File: config.mk
export PLATFORM = sky130hd
export DESIGN_NAME = clk_gate_rst_seq
export DESIGN_NICKNAME = d
export VERILOG_FILES = /design/src/rtl/cgr_pkg.sv /design/src/rtl/cgr_timer.sv /design/src/rtl/cgr_fsm.sv /design/src/rtl/cgr_out.sv /design/src/rtl/clk_gate_rst_seq.sv
export SDC_FILE = /design/constraint.sdc
export NUM_CORES = 1
export LEC_CHECK = 0
export CAP_MARGIN = 10
export CORE_ASPECT_RATIO = 1.4
export CORE_MARGIN = 2
export CORE_UTILIZATION = 45
export CTS_CLUSTER_SIZE = 14
export DETAILED_ROUTE_END_ITERATION = 10
export SLEW_MARGIN = 20
export SYNTH_ARGS = -nofsm -noshare
export SYNTH_HDL_FRONTEND = slang
export SYNTH_SLANG_ARGS = --single-unit
File: constraint.sdc
create_clock -name clk_i -period 3 [get_ports clk_i]
set_clock_uncertainty 0.15 [all_clocks]
set_input_delay 0.6 -clock clk_i [delete_from_list [all_inputs] [get_ports clk_i]]
set_output_delay 0.6 -clock clk_i [all_outputs]
set_load 0.01 [all_outputs]
File: src/rtl/cgr_pkg.sv
package cgr_pkg;
  typedef enum logic [1:0] {ST_IDLE, ST_HOLD, ST_SETTLE} cgr_state_e;

  function automatic int unsigned us_to_cycles(input longint unsigned hz,
                                               input longint unsigned us);
    longint unsigned c;
    c = (hz * us) / 64'd1000000;
    return (c == 0) ? 1 : int'(c);
  endfunction
endpackage

File: src/rtl/cgr_timer.sv
module cgr_timer #(
  parameter int unsigned W = 8
) (
  input  logic         clk_i,
  input  logic         rst_ni,
  input  logic         load_i,
  input  logic [W-1:0] load_val_i,
  output logic         zero_o
);
  logic [W-1:0] cnt_q;

  always_ff @(posedge clk_i or negedge rst_ni) begin
    if (!rst_ni)              cnt_q <= '0;
    else if (load_i)          cnt_q <= load_val_i;
    else if (cnt_q != '0)     cnt_q <= cnt_q - 1'b1;
  end

  assign zero_o = (cnt_q == '0);
endmodule

File: src/rtl/cgr_fsm.sv
module cgr_fsm
  import cgr_pkg::*;
#(
  parameter bit          HAS_RST  = 1'b1,
  parameter int unsigned W        = 8,
  parameter int unsigned PRE_CYC  = 4,
  parameter int unsigned POST_CYC = 8
) (
  input  logic         clk_i,
  input  logic         rst_ni,
  input  logic         en_req_i,
  input  logic         dis_req_i,
  input  logic         zero_i,
  output logic         clk_on_o,
  output logic         prst_o,
  output logic         busy_o,
  output logic         load_o,
  output logic [W-1:0] load_val_o
);
  cgr_state_e state_q;
  logic       clk_on_q, prst_q, is_en, start;

  assign is_en = clk_on_q & ~prst_q;
  // disable wins over enable in the same cycle
  assign start = (state_q == ST_IDLE) & en_req_i & ~dis_req_i & ~is_en;

  always_ff @(posedge clk_i or negedge rst_ni) begin
    if (!rst_ni) begin
      state_q  <= ST_IDLE;
      clk_on_q <= 1'b0;
      prst_q   <= HAS_RST;
    end else begin
      unique case (state_q)
        ST_IDLE: begin
          if (dis_req_i) clk_on_q <= 1'b0;
          else if (start) begin
            if (HAS_RST) begin
              prst_q  <= 1'b1;
              state_q <= ST_HOLD;
            end else begin
              clk_on_q <= 1'b1;
            end
          end
        end
        ST_HOLD: if (zero_i) begin
          clk_on_q <= 1'b1;
          state_q  <= ST_SETTLE;
        end
        ST_SETTLE: if (zero_i) begin
          prst_q  <= 1'b0;
          state_q <= ST_IDLE;
        end
        default: state_q <= ST_IDLE;
      endcase
    end
  end

  assign load_o     = start | ((state_q == ST_HOLD) & zero_i);
  assign load_val_o = (state_q == ST_IDLE) ? W'(PRE_CYC - 1) : W'(POST_CYC - 1);
  assign clk_on_o   = clk_on_q;
  assign prst_o     = prst_q;
  assign busy_o     = (state_q != ST_IDLE);
endmodule

File: src/rtl/cgr_out.sv
module cgr_out #(
  parameter bit CTRL_ON_HIGH = 1'b0
) (
  input  logic clk_on_i,
  input  logic prst_i,
  output logic stop_ctl_o,
  output logic enabled_o
);
  if (CTRL_ON_HIGH) begin : g_on_high
    assign stop_ctl_o = clk_on_i;
  end else begin : g_stop_high
    assign stop_ctl_o = ~clk_on_i;
  end

  assign enabled_o = clk_on_i & ~prst_i;
endmodule

File: src/rtl/clk_gate_rst_seq.sv
module clk_gate_rst_seq #(
  parameter int unsigned REF_CLK_HZ   = 24_000_000,
  parameter int unsigned PRE_US       = 100,
  parameter int unsigned POST_US      = 10_000,
  parameter bit          HAS_RST      = 1'b1,
  parameter bit          CTRL_ON_HIGH = 1'b0
) (
  input  logic clk_i,
  input  logic rst_ni,
  input  logic en_req_i,
  input  logic dis_req_i,
  output logic stop_ctl_o,
  output logic periph_rst_o,
  output logic busy_o,
  output logic enabled_o
);
  localparam int unsigned PRE_CYC  = cgr_pkg::us_to_cycles(REF_CLK_HZ, PRE_US);
  localparam int unsigned POST_CYC = cgr_pkg::us_to_cycles(REF_CLK_HZ, POST_US);
  localparam int unsigned MAX_CYC  = (PRE_CYC > POST_CYC) ? PRE_CYC : POST_CYC;
  localparam int unsigned W        = $clog2(MAX_CYC + 1);

  logic         clk_on, prst, zero, load;
  logic [W-1:0] load_val;

  cgr_fsm #(
    .HAS_RST(HAS_RST), .W(W), .PRE_CYC(PRE_CYC), .POST_CYC(POST_CYC)
  ) u_fsm (
    .clk_i(clk_i), .rst_ni(rst_ni), .en_req_i(en_req_i), .dis_req_i(dis_req_i),
    .zero_i(zero), .clk_on_o(clk_on), .prst_o(prst), .busy_o(busy_o),
    .load_o(load), .load_val_o(load_val)
  );

  if (HAS_RST) begin : g_timer
    cgr_timer #(.W(W)) u_timer (
      .clk_i(clk_i), .rst_ni(rst_ni), .load_i(load),
      .load_val_i(load_val), .zero_o(zero)
    );
  end else begin : g_no_timer
    assign zero = 1'b1;
  end

  cgr_out #(.CTRL_ON_HIGH(CTRL_ON_HIGH)) u_out (
    .clk_on_i(clk_on), .prst_i(prst),
    .stop_ctl_o(stop_ctl_o), .enabled_o(enabled_o)
  );

  assign periph_rst_o = prst;
endmodule

# [Yosys cells after proc, flatten, opt, wreduce, memory -nomap -nowiden]
# Cells that the tools add are included.
[word_totals] rom_bits=0 ramBits=0 latch_bits=0 register_bits=22 output_inout_bits=4 inputBits=4 memories=0
[classes] n_lt_le_gt_ge=0 shifts=0 n_mux=15 n_addsub=1 n_div=0 n_bitwise=10 mul=0 reduce_logical=10 eq_ne=7
[op_table] cell="two-way mux 18 bit" n=3
[op_table] cell="zero test 18 bit" n=1
[op_table] cell="nonzero test 18 bit" n=1
[op_table] cell="subtractor 18 x 1 -> 18 bit (second input constant)" n=1
[op_table] cell="two-way mux 2 bit" n=4
[op_table] cell="AND reduction 4 bit" n=2
[op_table] cell="nonzero test 2 bit" n=4
[op_table] cell="!= test 2 x 1 -> 1 bit (second input constant)" n=3
[op_table] cell="one-hot mux 2 bit (3 select lines)" n=1
[op_table] cell="bitwise AND 1 bit" n=5
[op_table] cell="two-way mux 1 bit" n=5
[op_table] cell="!= test 2 bit (second input constant)" n=2
[op_table] cell="inverter 1 bit" n=4
[op_table] cell="one-hot mux 1 bit (2 select lines)" n=2
[op_table] cell="AND reduction 3 bit" n=1
[op_table] cell="equality test 2 x 1 -> 1 bit (second input constant)" n=1
[op_table] cell="equality test 2 bit (second input constant)" n=1
[op_table] cell="zero test 2 bit" n=1
[op_table] cell="bitwise OR 1 bit" n=1

# [Logic depth before layout (Yosys ltp)]
# Gate-level depths: netlist of run 1.
[logic_depth] word_depth=7 depth_mapped=7 ltp_nobuf=7

# [Modules after synthesis]
# A second synthesis of run 1 with hierarchy kept.
[unflattened] hier_cells=171 hier_area_um2=1510.2
[modules_own_cells] module="cgr_timer" seq_area_each_um2=450.4 cells_per_inst=127 area_per_inst_um2=1141.1 instances=1
[modules_own_cells] module="cgr_fsm" seq_area_each_um2=101.3 cells_per_inst=42 area_per_inst_um2=351.6 instances=1
[modules_own_cells] module="cgr_out" seq_area_each_um2=0.0 cells_per_inst=2 area_per_inst_um2=17.5 instances=1

# [Worst setup path before layout of run 1]
# No wires, ideal clock.
[synth_path] kind="flip-flop to flip-flop" from="reg g_timer.u_timer.cnt_q[0]" to="reg g_timer.u_timer.cnt_q[10]" stages_incl_launch_ff=8 setup_slack_ns=0.876 n_path_buf=0 synth_period_minus_slack_ns=2.124 arrival_ns=1.855 cell_sequence="dfrtp_1 inv_1 ha_1 or3b_2 or4_4 a21oi_2 xnor2_1 nor2_2"
[synth_via] elab_chain_cells=4 elab_cells_between_ends=8 classes_between="add/sub (1); mux (2); bitwise (2); reduce/logical (3)"
[synth_lines] element="start: declaration" line="cgr_timer.sv:10" source="logic [W-1:0] cnt_q;"
[synth_lines] element="start signal: assignment" line="cgr_timer.sv:14" source="else if (load_i) cnt_q <= load_val_i;"
[synth_lines] element="start signal: assignment" line="cgr_timer.sv:15" source="else if (cnt_q != '0) cnt_q <= cnt_q - 1'b1;"
[synth_lines] element="branches (longest 4 deep; another with subtractor 18 x 1 -> 18 bit)"
# Parallel ways; which one is timed is not known. The select of a mux whose other input is x is not followed.
# A chain may end at the register's enable or synchronous reset.

# [Final worst setup path of run 1]
[layout_path] from="reg g_timer.u_timer.cnt_q[0]" to="reg g_timer.u_timer.cnt_q[3]"
# The elaborated chain is that of the path after synthesis.

==> results of run 1 <==
registers in the layout (all words and copies together), names as in the netlist:
register	cells
u_fsm.state_q	2
u_fsm.clk_on_o	1
u_fsm.prst_o	1
g_timer.u_timer.cnt_q	18
path summary, 6_finish.rpt:
kind | slack [ps] | cells past startpoint | start | to
hold / removal | 350 | 2 | u_fsm.prst_o$_DFFE_PN1P_ | u_fsm.prst_o$_DFFE_PN1P_
min in group asynchronous | 470 | 2 | rst_ni | g_timer.u_timer.cnt_q[5]$_DFFE_PN0P_
setup reg to reg | 670 | 7 | g_timer.u_timer.cnt_q[0]$_DFFE_PN0P_ | g_timer.u_timer.cnt_q[3]$_DFFE_PN0P_
setup / recovery | 670 | 7 | g_timer.u_timer.cnt_q[0]$_DFFE_PN0P_ | g_timer.u_timer.cnt_q[3]$_DFFE_PN0P_
hold reg to reg | 350 | 2 | u_fsm.prst_o$_DFFE_PN1P_ | u_fsm.prst_o$_DFFE_PN1P_
max in group asynchronous | 1940 | 2 | rst_ni | u_fsm.prst_o$_DFFE_PN1P_
synthesized netlist by cell type, drive strengths merged:
cell | number | area (sq um)
a2111oi | 1 | 8.76
a211o | 1 | 8.76
a211oi | 1 | 7.51
a21oi | 4 | 23.8
a31o | 2 | 17.5
and2 | 1 | 6.26
and3b | 1 | 8.76
dfrtp | 21 | 526
dfstp | 1 | 26.3
ha | 1 | 12.5
inv | 6 | 22.5
nand2 | 12 | 47.6
nand2b | 3 | 18.8
nand3 | 3 | 15.0
nand3b | 1 | 7.51
nand4 | 1 | 6.26
nand4b | 1 | 8.76
nand4bb | 1 | 11.3
nor2 | 12 | 47.6
nor2b | 2 | 12.5
nor3 | 3 | 15.0
nor3b | 2 | 20.0
nor4 | 7 | 80.1
o211ai | 3 | 22.5
o21a | 1 | 7.51
o21ai | 13 | 65.1
o31ai | 2 | 15.0
or2 | 1 | 6.26
or3 | 3 | 18.8
or3b | 1 | 8.76
or4 | 4 | 41.3
xnor2 | 3 | 26.3
xor2 | 6 | 52.6
metal layers:
layer	share of wire	global-route usage	vias up	wire length, microns
met1	0.44	0.266	481	1150
met2	0.53	0.348	18	1370
li1	-	-	486	-
met5	0	0	-	0
met3	0.019	0.0247	4	50
met4	0.013	0.0608	0	34
cell type report:
class                           count  area, sq um
Tap cell                           36         45.0
Multi-Input combinational cell     97          648
Timing Repair Buffer                8         77.6
Clock buffer                        4         26.3
Inverter                            6         22.5
Sequential cell                    22          552
Fill cell                         257         1240
cell families (layout without fill, tap and decap cells):
kind of cell,Yosys count,count (layout)
adder cells (fa/ha/maj),1,1
XOR/XNOR,9,9
AND/OR/NAND/NOR,59,59
AO/OA/AOI/OAI,28,28
flip-flops,22,22
buffers and inverters,6,18
metrics by stage:
step,setup slack [ps],std cells,area [sq um]
floorplan,876,125,1220
global placement,688,169,1350
detailed placement,674,169,1350
CTS,647,173,1370
global route,434,173,1370
finish,665,173,1370
report_power, final:
part	total, mW	internal [mW]	switching [mW]	leakage (nW)
Sequential	0.297	0.297	0	0.242
Combinational	0.0110	0.00462	0.00642	0.262
Clock	0.141	0.0519	0.0889	0.0150
critical path, delay by kind of cell, from the launching register on:
kind,cells,cell delay [ps]
buf+inv,1,90
simple gates,3,1120
fa+ha+maj,1,190
compound gates,2,230
flops,1,430
==> load_flow_metrics.sql, run 1 <==
INSERT INTO impl_metrics (metric_group, metric, value, unit) VALUES
('outcome', 'status', 'completed', ''),
('finish', 'final_core_utilization', '0.524', ''),
('route', 'wire_per_inst', '15.0', 'microns'),
('cts', 'cts_hold_repair.buffers', '0', ''),
('synthesis', 'fraction_of_the_mapped_netlist_area_in_compound_gates', '0.144', ''),
('placement', 'place_hpwl', '1990', 'microns'),
('cts', 'cts_max_level', '1', ''),
('timing', 'rsz0062_at_grt', 'no', ''),
('setup_path', 'cell_repeated_most_along_the_worst_path', 'sky130_fd_sc_hd__o211ai_1', ''),
('timing', 'max_clock_freq', '428', 'MHz'),
('route', 'drt_first_iter_violations', '17', ''),
('setup_path', 'maximum_fanout_along_the_worst_path', '8', ''),
('cts', 'clkLatencyLatePin', '310', 'ps'),
('finish', 'area.growth.synth_to_final', '12.2', '%'),
('synthesis', 'post_synth_num_cell_types', '41', ''),
('setup_path', 'crit_arrival', '2370', 'ps'),
('finish', 'final_cell_mix', '21 x sky130_fd_sc_hd__dfrtp_1, 11 x sky130_fd_sc_hd__nor2_1, 11 x sky130_fd_sc_hd__nand2_1', ''),
('pwr', 'p_total', '0.448', 'mW'),
('die', 'floorplan.rows', '22', ''),
('die', 'floorplan.core_area', '2620', 'sq um'),
('timing', 'totalNegativeSetupSlack', '0', 'ps'),
('synthesis', 'syn-instance-count', '125', ''),
('finish', 'nNetsFinal', '143', ''),
('route', 'routed_wirelength', '2600', 'microns'),
('timing', 'timing.final.setup_violations', '0', ''),
('global_route', 'grt_overflow_total', '0', ''),
('cts', 'cts.sinks', '22', ''),
('timing', 'relSlewSlack', '0.638', ''),
('cts', 'numCtsBuffers', '3', ''),
('setup_path', 'crit_path_max_cell_delay', '520', 'ps'),
('global_route', 'grt_pass1_vias', '1017', ''),
('synthesis', 'synthMuxAreaShare', '0', ''),
('timing', 'tightest_pin_transition', '538', 'ps'),
('setup_path', 'criticalPathCategory', 'flip-flop to flip-flop', ''),
('pwr', 'pwrdens', '327', 'nW/um^2'),
('route', 'drt-pass1-iter-count', '4', ''),
('synthesis', 'synth-xor-area-share', '0.0645', ''),
('synthesis', 'synth_top_family_by_area', 'simple AND/OR/NAND/NOR gates', ''),
('die', 'die_height', '65.7', 'microns'),
('global_route', 'grt_first_pass_wirelength', '4730', 'microns'),
('setup_path', 'worst_ep_required_time', '3030', 'ps'),
('synthesis', 'synth-seq-cells', '22', ''),
('route', 'ant_nets', '0', ''),
('synthesis', 'synth_fa_ha_area_frac', '0.0102', ''),
('setup_path', 'slowest_stage_cell_cp', 'sky130_fd_sc_hd__or3_1', ''),
('timing', 'fin_hold_ws', '351', 'ps'),
('synthesis', 'syn-cell-area', '1220', 'sq um'),
('route', 'post-route-drc-count', '0', ''),
('cts', 'post_cts_resized', '0', ''),
('setup_path', 'timing.critical_path.cells', 'inv_1, ha_1, nor3b_2, nand3_1, or3_1, o211ai_1, o211ai_1', ''),
('pwr', 'vdd_ir_drop_max', '0.191', 'mV'),
('finish', 'most_common_cell_after_layout_fill_and_taps_aside', 'sky130_fd_sc_hd__dfrtp_1', ''),
('timing', 'final-hold-violation-count', '0', ''),
('route', 'via_per_inst', '5.72', ''),
('global_route', 'grt_util_all_layers', '0.207', ''),
('setup_path', 'kind_of_capture_point_of_the_worst_setup_path', 'flip-flop', ''),
('finish', 'final_layout_size_suffix_gt1_frac', '0.124', ''),
('die', 'die-area', '3160', 'sq um'),
('die', 'io_pins', '8', ''),
('die', 'die-width', '48.1', 'microns'),
('setup_path', 'critical_path.startpoint_type', 'flip-flop', ''),
('route', 'num_vias', '989', ''),
('synthesis', 'synth-seq-area-share', '0.451', ''),
('timing', 'fin_crit', '2330', 'ps'),
('synthesis', 'syn_avg_cell_area', '9.78', 'sq um'),
('cts', 'post-cts-setup-buffer-count', '0', ''),
('cts', 'cts_root_buf', 'sky130_fd_sc_hd__clkbuf_4', ''),
('placement', 'io_buffers', '7', ''),
('cts', 'tritoncts', 'yes', ''),
('synthesis', 'yosys.area_share.simple', '0.311', ''),
('pwr', 'total_leakage_power', '0.520', 'nW'),
('global_route', 'largest_net_degree_at_the_start_of_global_routing', '23', ''),
('global_route', 'antenna_violations_before_repair', '0', ''),
('cts', 'clk_path_buf_depth', '2', ''),
('timing', 'final.period_utilization', '0.778', ''),
('finish', 'insertedDiodeCount', '0', ''),
('cts', 'clk_pin_slew', '120', 'ps'),
('synthesis', 'mappedNetlistNets', '130', ''),
('die', 'start_util', '0.467', ''),
('synthesis', 'synth_warnings', '0', ''),
('run', 'maxCapViolations', '0', ''),
('timing', 'final_report_max_slew_violation_count', '0', ''),
('hold_path', 'worst_hold_path_class', 'flip-flop to flip-flop', ''),
('placement', 'gpl.final_weighted_congestion', '0.837', '');
(Power assumes the default switching activity.)
==> inputs of run 2 (changes only) <==
clock period = 2.4 ns   (was 3 ns; I/O delays follow)
==> run 2 against run 1 <==
Routed wire length rose by 0.81%. Flip-flop and latch count did not move. Hold slack got worse by 5.9 ps. Utilization rose by 1.5 points. Fmax rose by 4.2%. Global-route usage fell by 0.81 points. Count of clock-buffer cells in the layout did not move. Sequential share of layout area fell by 1.1 points. Worst setup slack got worse by 510 ps.
==> load_flow_metrics.sql, run 2 (synthesized netlist as in run 1, its figures left out) <==
INSERT INTO impl_metrics (metric_group, metric, value, unit) VALUES
('setup_path', 'worst_ep_required_time', '2470', 'ps'),
('route', 'num_vias', '1012', ''),
('finish', 'nNetsFinal', '147', ''),
('timing', 'max_clock_freq', '446', 'MHz'),
('placement', 'preCtsSetupSlack', '179', 'ps'),
('die', 'start_util', '0.467', ''),
('placement', 'place_hpwl', '1990', 'microns'),
('timing', 'relSlewSlack', '0.656', ''),
('timing', 'totalNegativeSetupSlack', '0', 'ps'),
('cts', 'post_cts_resized', '0', ''),
('finish', 'multi_input_area', '648', 'sq um'),
('timing', 'fin_crit', '2240', 'ps'),
('global_route', 'grt_overflow_total', '0', ''),
('timing', 'rsz0062_at_grt', 'no', ''),
('finish', 'stdcell_area', '1410', 'sq um'),
('route', 'post-route-drc-count', '0', ''),
('cts', 'clk_pin_slew', '130', 'ps'),
('route', 'drt-pass1-iter-count', '4', ''),
('setup_path', 'maximum_fanout_along_the_worst_path', '5', ''),
('die', 'die-width', '48.1', 'microns'),
('cts', 'cts.sinks', '22', ''),
('timing', 'timing.final.setup_violations', '0', ''),
('cts', 'post-cts-setup-buffer-count', '0', ''),
('timing', 'final.period_utilization', '0.933', ''),
('global_route', 'grt.met3_usage', '0.0357', ''),
('global_route', 'largest_net_degree_at_the_start_of_global_routing', '23', ''),
('outcome', 'status', 'completed', ''),
('setup_path', 'critical_path.startpoint_type', 'flip-flop', ''),
('placement', 'gpl.final_weighted_congestion', '0.843', ''),
('global_route', 'global_route.usage.met1', '0.262', ''),
('global_route', 'grt_util_all_layers', '0.199', ''),
('setup_path', 'criticalPathCategory', 'flip-flop to flip-flop', ''),
('finish', 'most_common_cell_after_layout_fill_and_taps_aside', 'sky130_fd_sc_hd__dfrtp_1', ''),
('cts', 'cts_max_level', '1', ''),
('cts', 'clk_path_buf_depth', '2', ''),
('finish', 'area.growth.synth_to_final', '15.5', '%'),
('timing', 'final-hold-violation-count', '0', ''),
('cts', 'cts_root_buf', 'sky130_fd_sc_hd__clkbuf_4', ''),
('finish', 'fillCellCount', '248', ''),
('timing', 'final_report_max_slew_violation_count', '0', ''),
('die', 'floorplan.rows', '22', ''),
('timing', 'tightest_pin_transition', '502', 'ps'),
('cts', 'numCtsBuffers', '3', ''),
('placement', 'postPlaceCellArea', '1380', 'sq um'),
('finish', 'insertedDiodeCount', '0', ''),
('finish', 'largest_register_ff_count', '18', ''),
('pwr', 'total_leakage_power', '0.545', 'nW'),
('setup_path', 'kind_of_capture_point_of_the_worst_setup_path', 'flip-flop', ''),
('global_route', 'grt_first_pass_wirelength', '4470', 'microns'),
('finish', 'final_cell_mix', '21 x sky130_fd_sc_hd__dfrtp_1, 11 x sky130_fd_sc_hd__nor2_1, 11 x sky130_fd_sc_hd__nand2_1', ''),
('cts', 'cts_hold_repair.buffers', '0', ''),
('finish', 'biggestRegsByFlops', 'g_timer.u_timer.cnt_q: 18 flops, u_fsm.state_q: 2 flops', ''),
('route', 'routed_wirelength', '2620', 'microns'),
('cts', 'clkLatencyLatePin', '320', 'ps'),
('global_route', 'global_route.peak_usage_layer', 'met2', ''),
('finish', 'regMostFlops', 'g_timer.u_timer.cnt_q', ''),
('pwr', 'pwrdens', '422', 'nW/um^2'),
('die', 'io_pins', '8', ''),
('hold_path', 'worst_hold_path_class', 'input port to asynchronous set/reset pin', ''),
('route', 'ant_nets', '0', ''),
('route', 'drt_first_iter_violations', '27', ''),
('finish', 'final_layout_size_suffix_gt1_frac', '0.156', ''),
('placement', 'io_buffers', '7', ''),
('timing', 'finalWorstSetupSlack', '160', 'ps'),
('setup_path', 'crit_arrival', '2310', 'ps'),
('cts', 'tritoncts', 'yes', ''),
('finish', 'seq_area', '552', 'sq um'),
('global_route', 'grt_pass1_vias', '1005', ''),
('pwr', 'vdd_ir_drop_max', '0.358', 'mV'),
('global_route', 'antenna_violations_before_repair', '0', ''),
('route', 'wire_per_inst', '14.8', 'microns'),
('route', 'via_per_inst', '5.72', ''),
('die', 'die_height', '65.7', 'microns'),
('die', 'floorplan.core_area', '2620', 'sq um'),
('finish', 'final_core_utilization', '0.540', ''),
('run', 'maxCapViolations', '0', ''),
('die', 'die-area', '3160', 'sq um'),
('global_route', 'grt_use_met2', '0.325', '');
-- run 2: cell types whose count changed in the layout (fill, tap and decap cells not counted), sizes merged --
cell / previous run / this run
buf: 1 / 5
-- run 2: final timing paths --
| path | startpoint | endpoint | slack (ps) | cells after the start |
|---|---|---|---|---|
| worst max-delay path | g_timer.u_timer.cnt_q[0]$_DFFE_PN0P_ | g_timer.u_timer.cnt_q[7]$_DFFE_PN0P_ | 160 | 6 |
| worst min-delay path | rst_ni | g_timer.u_timer.cnt_q[10]$_DFFE_PN0P_ | 350 | 2 |
| worst max register to register | g_timer.u_timer.cnt_q[0]$_DFFE_PN0P_ | g_timer.u_timer.cnt_q[7]$_DFFE_PN0P_ | 160 | 6 |
| worst min register to register | u_fsm.prst_o$_DFFE_PN1P_ | u_fsm.prst_o$_DFFE_PN1P_ | 360 | 2 |
| max in group asynchronous | rst_ni | u_fsm.prst_o$_DFFE_PN1P_ | 1480 | 2 |
| min in group clk_i | u_fsm.prst_o$_DFFE_PN1P_ | u_fsm.prst_o$_DFFE_PN1P_ | 360 | 2 |
-- run 2: metal layers --
| metal | routed length, microns | share of wire |
|---|---|---|
| met1 | 1180 | 0.45 |
| met2 | 1370 | 0.52 |
| met3 | 55 | 0.021 |
| met4 | 21 | 0.0080 |
| met5 | 0 | 0 |
-- run 2: stage by stage --
stage                     hold slack, ps  std cells  power, mW
final                                345        177      0.596
after detailed placement             349        173      0.392
after CTS                            354        177      0.603
after global placement               338        173      0.392
after global routing                 362        177      0.623
after floorplan                     34.4        125      0.378
-- run 2: worst max-delay path, stage by stage (launching register included) --
cell and delay (ps):
sky130_fd_sc_hd__dfrtp_1 420, sky130_fd_sc_hd__inv_1 80, sky130_fd_sc_hd__ha_1 200, sky130_fd_sc_hd__or3b_2 490
sky130_fd_sc_hd__or4_4 590, sky130_fd_sc_hd__nand2_2 150, sky130_fd_sc_hd__nor2_1 60
-- run 2: layout make-up --
| cell class | instances | share of cell area |
|---|---|---|
| clock buffer | 4 | 0.0257 |
| inverter | 6 | 0.0160 |
| multi-input combinational | 97 | 0.459 |
| sequential | 22 | 0.391 |
| tap | 36 | 0.0319 |
| timing repair buffer | 12 | 0.0762 |
-- run 2: power breakdown --
group	leakage, nW	internal (mW)	switching, mW	total, mW
registers	0.242	0.371	0	0.371
clock network	0.0210	0.0928	0.118	0.211
logic	0.281	0.00576	0.00798	0.0137
